### src/rtl/break_watch_pkg.sv
`timescale 1ns/1ps
package break_watch_pkg;
  localparam int NUM_BUS = 4;
  localparam int CTL_W = 4;

  typedef enum logic [1:0] {
    BUS_I = 2'd0,
    BUS_L = 2'd1,
    BUS_X = 2'd2,
    BUS_Y = 2'd3
  } busId_e;

  localparam logic [1:0] RA_ADDR = 2'd0;
  localparam logic [1:0] RA_MASK = 2'd1;
  localparam logic [1:0] RA_DATA = 2'd2;
  localparam logic [1:0] RA_CTL  = 2'd3;

  // control to datapath: register write strobes and one-hot bus choice
  typedef struct packed {
    logic               wrAddr;
    logic               wrMask;
    logic               wrData;
    logic [NUM_BUS-1:0] busSel;
    logic               anyBus;
  } ctlStrobes_t;
endpackage

### src/rtl/break_watch_ctrl.sv
`timescale 1ns/1ps
module break_watch_ctrl
  import break_watch_pkg::*;
(
  input  logic             clk,
  input  logic             rstN,
  input  logic             regWrEn,
  input  logic [1:0]       regAddr,
  input  logic [CTL_W-1:0] regWrCtl,
  output ctlStrobes_t      strobes,
  output logic [CTL_W-1:0] ctlValue
);
  logic [CTL_W-1:0] ctlReg;
  logic [1:0]       dbSel;
  logic             xyEn;
  logic             xySel;

  always_ff @(posedge clk) begin
    if (!rstN) ctlReg <= '0;
    else if (regWrEn && regAddr == RA_CTL) ctlReg <= regWrCtl;
  end

  assign dbSel    = ctlReg[1:0];
  assign xyEn     = ctlReg[2];
  assign xySel    = ctlReg[3];
  assign ctlValue = ctlReg;

  always_comb begin
    strobes        = '0;
    strobes.wrAddr = regWrEn && (regAddr == RA_ADDR);
    strobes.wrMask = regWrEn && (regAddr == RA_MASK);
    strobes.wrData = regWrEn && (regAddr == RA_DATA);
    if (xyEn) begin
      if (xySel) strobes.busSel[BUS_Y] = 1'b1;
      else       strobes.busSel[BUS_X] = 1'b1;
    end else begin
      case (dbSel)
        2'b01:   strobes.busSel[BUS_I] = 1'b1;
        2'b10:   strobes.busSel[BUS_L] = 1'b1;
        default: strobes.anyBus        = 1'b1;
      endcase
    end
  end
endmodule

### src/rtl/break_watch_dp.sv
`timescale 1ns/1ps
module break_watch_dp
  import break_watch_pkg::*;
#(
  parameter int ADDR_W = 32,
  parameter int DATA_W = 32
) (
  input  logic                clk,
  input  logic                rstN,
  input  ctlStrobes_t         strobes,
  input  logic [CTL_W-1:0]    ctlValue,
  input  logic [1:0]          regAddr,
  input  logic [DATA_W-1:0]   regWrData,
  output logic [DATA_W-1:0]   regRdData,
  input  logic [ADDR_W-1:0]   busAddr,
  input  logic [NUM_BUS-1:0]  busStrb,
  input  logic [DATA_W-1:0]   iData,
  input  logic [DATA_W-1:0]   lData,
  input  logic [DATA_W/2-1:0] xData,
  input  logic [DATA_W/2-1:0] yData,
  output logic                breakPulse
);
  localparam int HALF_W = DATA_W / 2;

  logic [ADDR_W-1:0]  addrReg;
  logic [ADDR_W-1:0]  maskReg;
  logic [DATA_W-1:0]  dataReg;
  logic               addrHit;
  logic [NUM_BUS-1:0] laneHit;
  logic [NUM_BUS-1:0] laneQual;
  logic               dataOk;

  always_ff @(posedge clk) begin
    if (!rstN) begin
      addrReg <= '0;
      maskReg <= '0;
      dataReg <= '0;
    end else begin
      if (strobes.wrAddr) addrReg <= regWrData[ADDR_W-1:0];
      if (strobes.wrMask) maskReg <= regWrData[ADDR_W-1:0];
      if (strobes.wrData) dataReg <= regWrData;
    end
  end

  always_comb begin
    regRdData = '0;
    case (regAddr)
      RA_ADDR: regRdData[ADDR_W-1:0] = addrReg;
      RA_MASK: regRdData[ADDR_W-1:0] = maskReg;
      RA_DATA: regRdData             = dataReg;
      default: regRdData[CTL_W-1:0]  = ctlValue;
    endcase
  end

  assign addrHit = ((busAddr ^ addrReg) & ~maskReg) == '0;

  // lane placement: X meets the upper half of the data register, Y the lower
  assign laneHit[BUS_I] = (iData == dataReg);
  assign laneHit[BUS_L] = (lData == dataReg);
  assign laneHit[BUS_X] = (xData == dataReg[DATA_W-1:HALF_W]);
  assign laneHit[BUS_Y] = (yData == dataReg[HALF_W-1:0]);

  for (genvar g = 0; g < NUM_BUS; g++) begin : g_lane
    assign laneQual[g] = strobes.busSel[g] & busStrb[g] & laneHit[g];
  end

  assign dataOk = (|laneQual) | (strobes.anyBus & (|busStrb));

  always_ff @(posedge clk) begin
    if (!rstN) breakPulse <= 1'b0;
    else       breakPulse <= addrHit & dataOk;
  end
endmodule

### src/rtl/break_watch.sv
`timescale 1ns/1ps
module break_watch
  import break_watch_pkg::*;
#(
  parameter int ADDR_W = 32,
  parameter int DATA_W = 32
) (
  input  logic                clk,
  input  logic                rstN,
  input  logic                regWrEn,
  input  logic [1:0]          regAddr,
  input  logic [DATA_W-1:0]   regWrData,
  output logic [DATA_W-1:0]   regRdData,
  input  logic [ADDR_W-1:0]   busAddr,
  input  logic                iStrobe,
  input  logic [DATA_W-1:0]   iData,
  input  logic                lStrobe,
  input  logic [DATA_W-1:0]   lData,
  input  logic                xStrobe,
  input  logic [DATA_W/2-1:0] xData,
  input  logic                yStrobe,
  input  logic [DATA_W/2-1:0] yData,
  output logic                breakPulse
);
  ctlStrobes_t        strobes;
  logic [CTL_W-1:0]   ctlValue;
  logic [NUM_BUS-1:0] busStrb;

  assign busStrb = {yStrobe, xStrobe, lStrobe, iStrobe};

  break_watch_ctrl i_ctrl (
    .clk      (clk),
    .rstN     (rstN),
    .regWrEn  (regWrEn),
    .regAddr  (regAddr),
    .regWrCtl (regWrData[CTL_W-1:0]),
    .strobes  (strobes),
    .ctlValue (ctlValue)
  );

  break_watch_dp #(.ADDR_W(ADDR_W), .DATA_W(DATA_W)) i_dp (
    .clk        (clk),
    .rstN       (rstN),
    .strobes    (strobes),
    .ctlValue   (ctlValue),
    .regAddr    (regAddr),
    .regWrData  (regWrData),
    .regRdData  (regRdData),
    .busAddr    (busAddr),
    .busStrb    (busStrb),
    .iData      (iData),
    .lData      (lData),
    .xData      (xData),
    .yData      (yData),
    .breakPulse (breakPulse)
  );
endmodule

### config.mk
export PLATFORM = sky130hd
export DESIGN_NAME = break_watch
export DESIGN_NICKNAME = d
export VERILOG_FILES = /design/src/rtl/break_watch_pkg.sv /design/src/rtl/break_watch_ctrl.sv /design/src/rtl/break_watch_dp.sv /design/src/rtl/break_watch.sv
export SDC_FILE = /design/constraint.sdc
export NUM_CORES = 1
export LEC_CHECK = 0
export BUFFER_PORTS_ARGS = -buffer_cell sky130_fd_sc_hd__buf_4
export CAP_MARGIN = 20
export CORE_UTILIZATION = 55
export DETAILED_ROUTE_END_ITERATION = 10
export HOLD_SLACK_MARGIN = 0.1
export PLACE_DENSITY = 0.95
export SLEW_MARGIN = 10
export SYNTH_ARGS = -nofsm -noshare
export SYNTH_HDL_FRONTEND = slang
export SYNTH_SLANG_ARGS = --single-unit
### constraint.sdc
create_clock -name clk -period 5.6 [get_ports clk]
set_input_delay 1.68 -clock clk [delete_from_list [all_inputs] [get_ports clk]]
set_output_delay 1.68 -clock clk [all_outputs]
set_load 0.005 [all_outputs]
# == Word-level counts from Yosys, hierarchy flattened ==
# Cells that the tools add are included.
# totals
register_bits,101
input_bits,169
out_inout_bits,33
elab_cells,46
# op_classes
eq_ne,9
mux,9
n_bitwise,14
reduce_logical,9
# op_table
cell,n
case mux 28 bit (3 select lines),1
== test 32 bit,2
AND 32 bit,1
== test 16 bit,2
logical NOT 32 bit,1
NOT 32 bit,1
XOR 32 bit,1
case mux 4 bit (3 select lines),1
AND 1 bit,10
OR reduction 4 bit,2
== test 2 bit (second input constant),3
2-to-1 mux 1 bit,5
== test 2 x 1 -> 1 bit (second input constant),2
logical AND 1 bit,4
2-to-1 mux 3 bit,1
logical NOT 2 bit,1
2-to-1 mux 2 bit,1
OR reduction 2 bit,1
bitwise OR 1 bit,1

# == Longest topological paths before layout ==
# logic_depth
word_depth,9
ltp_mapped,7
depth_no_buf,6

# == Hierarchy ==
# A second synthesis with hierarchy kept.
# unflattened
cells_unflattened,650
area_unflattened_um2,6154.7
# by_module_without_submodules
mod,n_inst,cells_per_inst,area_per_inst_um2,seq_area_each_um2
break_watch_dp,1,618,5895.7,1941.9
break_watch_ctrl,1,32,259.0,80.1

# == Worst setup path before layout ==
# Ideal clock, no wire load.
# synth_timing
path_kind,input to output
from,input port regAddr[0]
to,output port regRdData[10]
arrival_ps,2598
required_ps,3920
slack_ps,1322
cell_stages,5
n_path_buf,3
path_cell_list,buf_4 > buf_2 > buf_4 > mux2i_1 > o21ai_0
# synth_between
elab_chain_len,2
word_cells_on_any_way,4
cone_classes,2 x eq/ne; 1 x mux; 1 x reduce/logical
# synth_rtl
item,line_no,text
from (decl),break_watch.sv:11,"input logic [1:0] regAddr,"
"== test 2 bit, or another cell as far along",break_watch_dp.sv:47,case (regAddr)
case mux 28 bit (3 select lines) *,break_watch_dp.sv:47,
to (decl),break_watch.sv:13,"output logic [DATA_W-1:0] regRdData,"
# Every way passes the cells marked *; elsewhere a longest branch is shown, timed or not.

# == Worst setup path in the final report ==
# layout_timing
from,input port regAddr[1]
to,output port regRdData[18]
# The elaborated chain is that of the path after synthesis.

==> results.md <==
- Outcome: finished, final reports clean
- DP HPWL: 15,080 um
- Most common cell in the netlist: nand2_1
- Die Area: 11,640 sq um
- Vias per cell: 5.824
- Crit path time final: 4667 ps
- Skew-Pair Late Insertion Delay: 360 ps
- Initial antenna violation count: 0
- RD Place Congestion: 0.9994
- Num CTS Buffers: 9
- Mapped Nets: 928
- Root Driver: clkbuf_8
- RSZ-0062 raised after global routing: false
- Reg2reg setup slack: 3670 ps
- Yosys warns: 0
- WL per Instance: 19.74 um
- Clk buf depth: 2
- WP data required: 3920 ps
- Synth top area cells: dfxtp_1 (33%), nand2_1 (13%), a21boi_0 (11%), xnor2_1 (11%), xor2_1 (7.7%)
- Final TNS setup: 0 ps
- Ys flop type: dfxtp_1
- Min-delay src: i_dp.maskReg[20]
- Area grow syn2layout: 25.15%
- Post-CTS Hold Buffers: 0
- Vias after detailed routing: 6,098
- Register area share after synthesis: 0.3280
- Io pins: 202
- Total number of H-tree levels: 3
- Clock-pin slew on the worst setup and hold paths: 90 ps
- RR Endpoint: i_dp.breakPulse
- Crit Path Category: in2out
- Total Power: 1.531 mW
- Fillers: 843
- Share of the synthesized area in the top cell type: 0.3280
- DRC viols: 0
- Fin. max-slew vios: 0
- Diodes inserted: 0
- Most frequent cells after synthesis: nand2_1 (221), dfxtp_1 (101), a21boi_0 (91)
- DRT Pass-1 Iters: 7
- FF-to-FF Start: i_dp.dataReg[15]
- Max_slew headroom: 0.4310
- Final Cycle Share: 0.8335
- WL final: 20,670 um
- CP arrival: 2990 ps
- Nets: 1,075
- Die Height: 107.9 um
- Starting Density: 0.5662
- Critical path launch point type: input pin
- Hold depth: 2
- Async SR Flop Fraction: 0
- DR iter-0 viols: 712
- Mapped Cells: 757
- Skew final: 4.155 ps
- Hold/Removal Path Class: reg2reg
- Crit-path max FO: 38
- Number of flops mapped to enable cells by yosys: 0
- Netlist Area Pre-Place: 6165 sq um
- CTS tree: yes
- CTS resizes: 0
- Power per cell area: 198.5 nW/um^2
- Fmax: 214.3 MHz
- Worst-margin pin slew: 853.5 ps
- Antenna viol nets, final: 0
- Final hold vios: 0
- Layout cells sized above 1: 0.2547
- Largest net degree at the start of global routing: 102
- Setup violators final: 0
- Max IR drop VDD: 0.1533 mV
- Yosys cell types: 35
- Global-route wire length before repair: 31,000 um
- Seq cells post-synth: 101
- Leak Pwr: 3.105 nW
- Syn avg cell area: 8.144 sq um
- Hold Crit Endpoint: i_dp.maskReg[20]
- Reg2reg path depth: 6
- Total GRT Usage: 0.3583
- Grt ovf: 0
- Vias in the first global route: 5,839
- Max_cap viols: 0
- # rows: 38
- Die width: 107.9 um
- Post-CTS setup buffer count: 0
- Core Area: 10,890 sq um
- PortBufs: 201
- Cell taking the most area after synthesis: dfxtp_1
- Setup crit end kind: output pin
- Clock Sinks: 101
==> logic make-up after synthesis <==
kind of cell,synth area share
muxes,0.06657
AOI/OAI and AO/OA,0.1634
adders and majority gates,0.004059
and+or+nand+nor,0.1914
xor gates and xnor gates,0.1819
DFF,0.3280
buffers and inverters,0.06474
==> layer usage <==
metal  GRT usage  vias to the layer above  share of wire
met4      0.2025                        0          0.056
met5           0                        -              0
met1      0.4268                     2799           0.38
li1            -                     2801              -
met3     0.06901                       95           0.10
met2      0.6012                      403           0.46
==> power by group <==
part / internal [mW] / leakage [nW] / switching (mW)
Clock: 0.205 / 0.0974 / 0.234
Combinational: 0.171 / 2.19 / 0.141
Sequential: 0.741 / 0.821 / 0.0380
Total: 1.12 / 3.10 / 0.413
==> final cells by class <==
type | count | area [sq um] | share of cell area
repair buffers | 207 | 1574 | 0.2040
well taps | 140 | 175.2 | 0.02271
inverters | 2 | 7.507 | 0.0009731
clock inverters | 1 | 5.005 | 0.0006487
clock buffers | 13 | 178.9 | 0.02319
flip-flops and latches | 101 | 2022 | 0.2621
multi-input cells | 583 | 3752 | 0.4864
==> worst max-delay path by stage <==
stage,startpoint,to,slack [ps],depth (start not counted)
2_1_floorplan,regAddr[0],regRdData[10],1320,5
3_3_place_gp,regAddr[0],regRdData[1],970,3
3_5_place_dp,regAddr[0],regRdData[1],970,3
4_1_cts,regAddr[0],regRdData[3],970,3
5_1_grt,regAddr[1],regRdData[13],870,6
6_report,regAddr[1],regRdData[18],930,6
==> worst max-delay path: stages <==
cell and delay, ps:
buf_4 340, nor2b_2 210, buf_4 350, nand2_1 100, o21ai_0 130, buf_4 160
==> registers in the layout, indices dropped and copies added (netlist names) <==
register / flops
i_ctrl.ctlValue: 4
i_dp.addrReg: 32
i_dp.breakPulse: 1
i_dp.dataReg: 32
i_dp.maskReg: 32
==> layout by cell type (no fill, tap or decap), types with 2 or more instances in the layout <==
| cell | n |
|---|---|
| nor3_1 | 5 |
| nor4_2 | 3 |
| nand4_1 | 14 |
| dfxtp_1 | 101 |
| nand2_1 | 221 |
| o221ai_1 | 3 |
| buf_4 | 206 |
| a21boi_1 | 5 |
| xor2_1 | 54 |
| clkbuf_8 | 13 |
| o22a_1 | 4 |
| inv_1 | 2 |
| mux4_2 | 4 |
| nor4_1 | 15 |
| o21ai_0 | 30 |
| ha_1 | 2 |
| nor2b_1 | 4 |
| mux2i_1 | 32 |
| nand3_1 | 3 |
| o22ai_1 | 8 |
| a21boi_0 | 91 |
| xnor2_1 | 74 |
==> through the flow <==
stage,instance area (sq um),hold WS (ps),setup slack [ps],util,cells
2_1_floorplan,6165,450.4,1322,-,757
3_3_place_gp,7503,466.2,969.5,0.6892,1032
3_5_place_dp,7503,475.9,973.7,0.6892,1032
4_1_cts,7687,488.0,965.7,0.7060,1046
5_1_grt,7715,512.3,865.3,0.7086,1047
6_report,7715,487.2,932.6,0.7086,1047
Power figures use the tool's default switching activity.
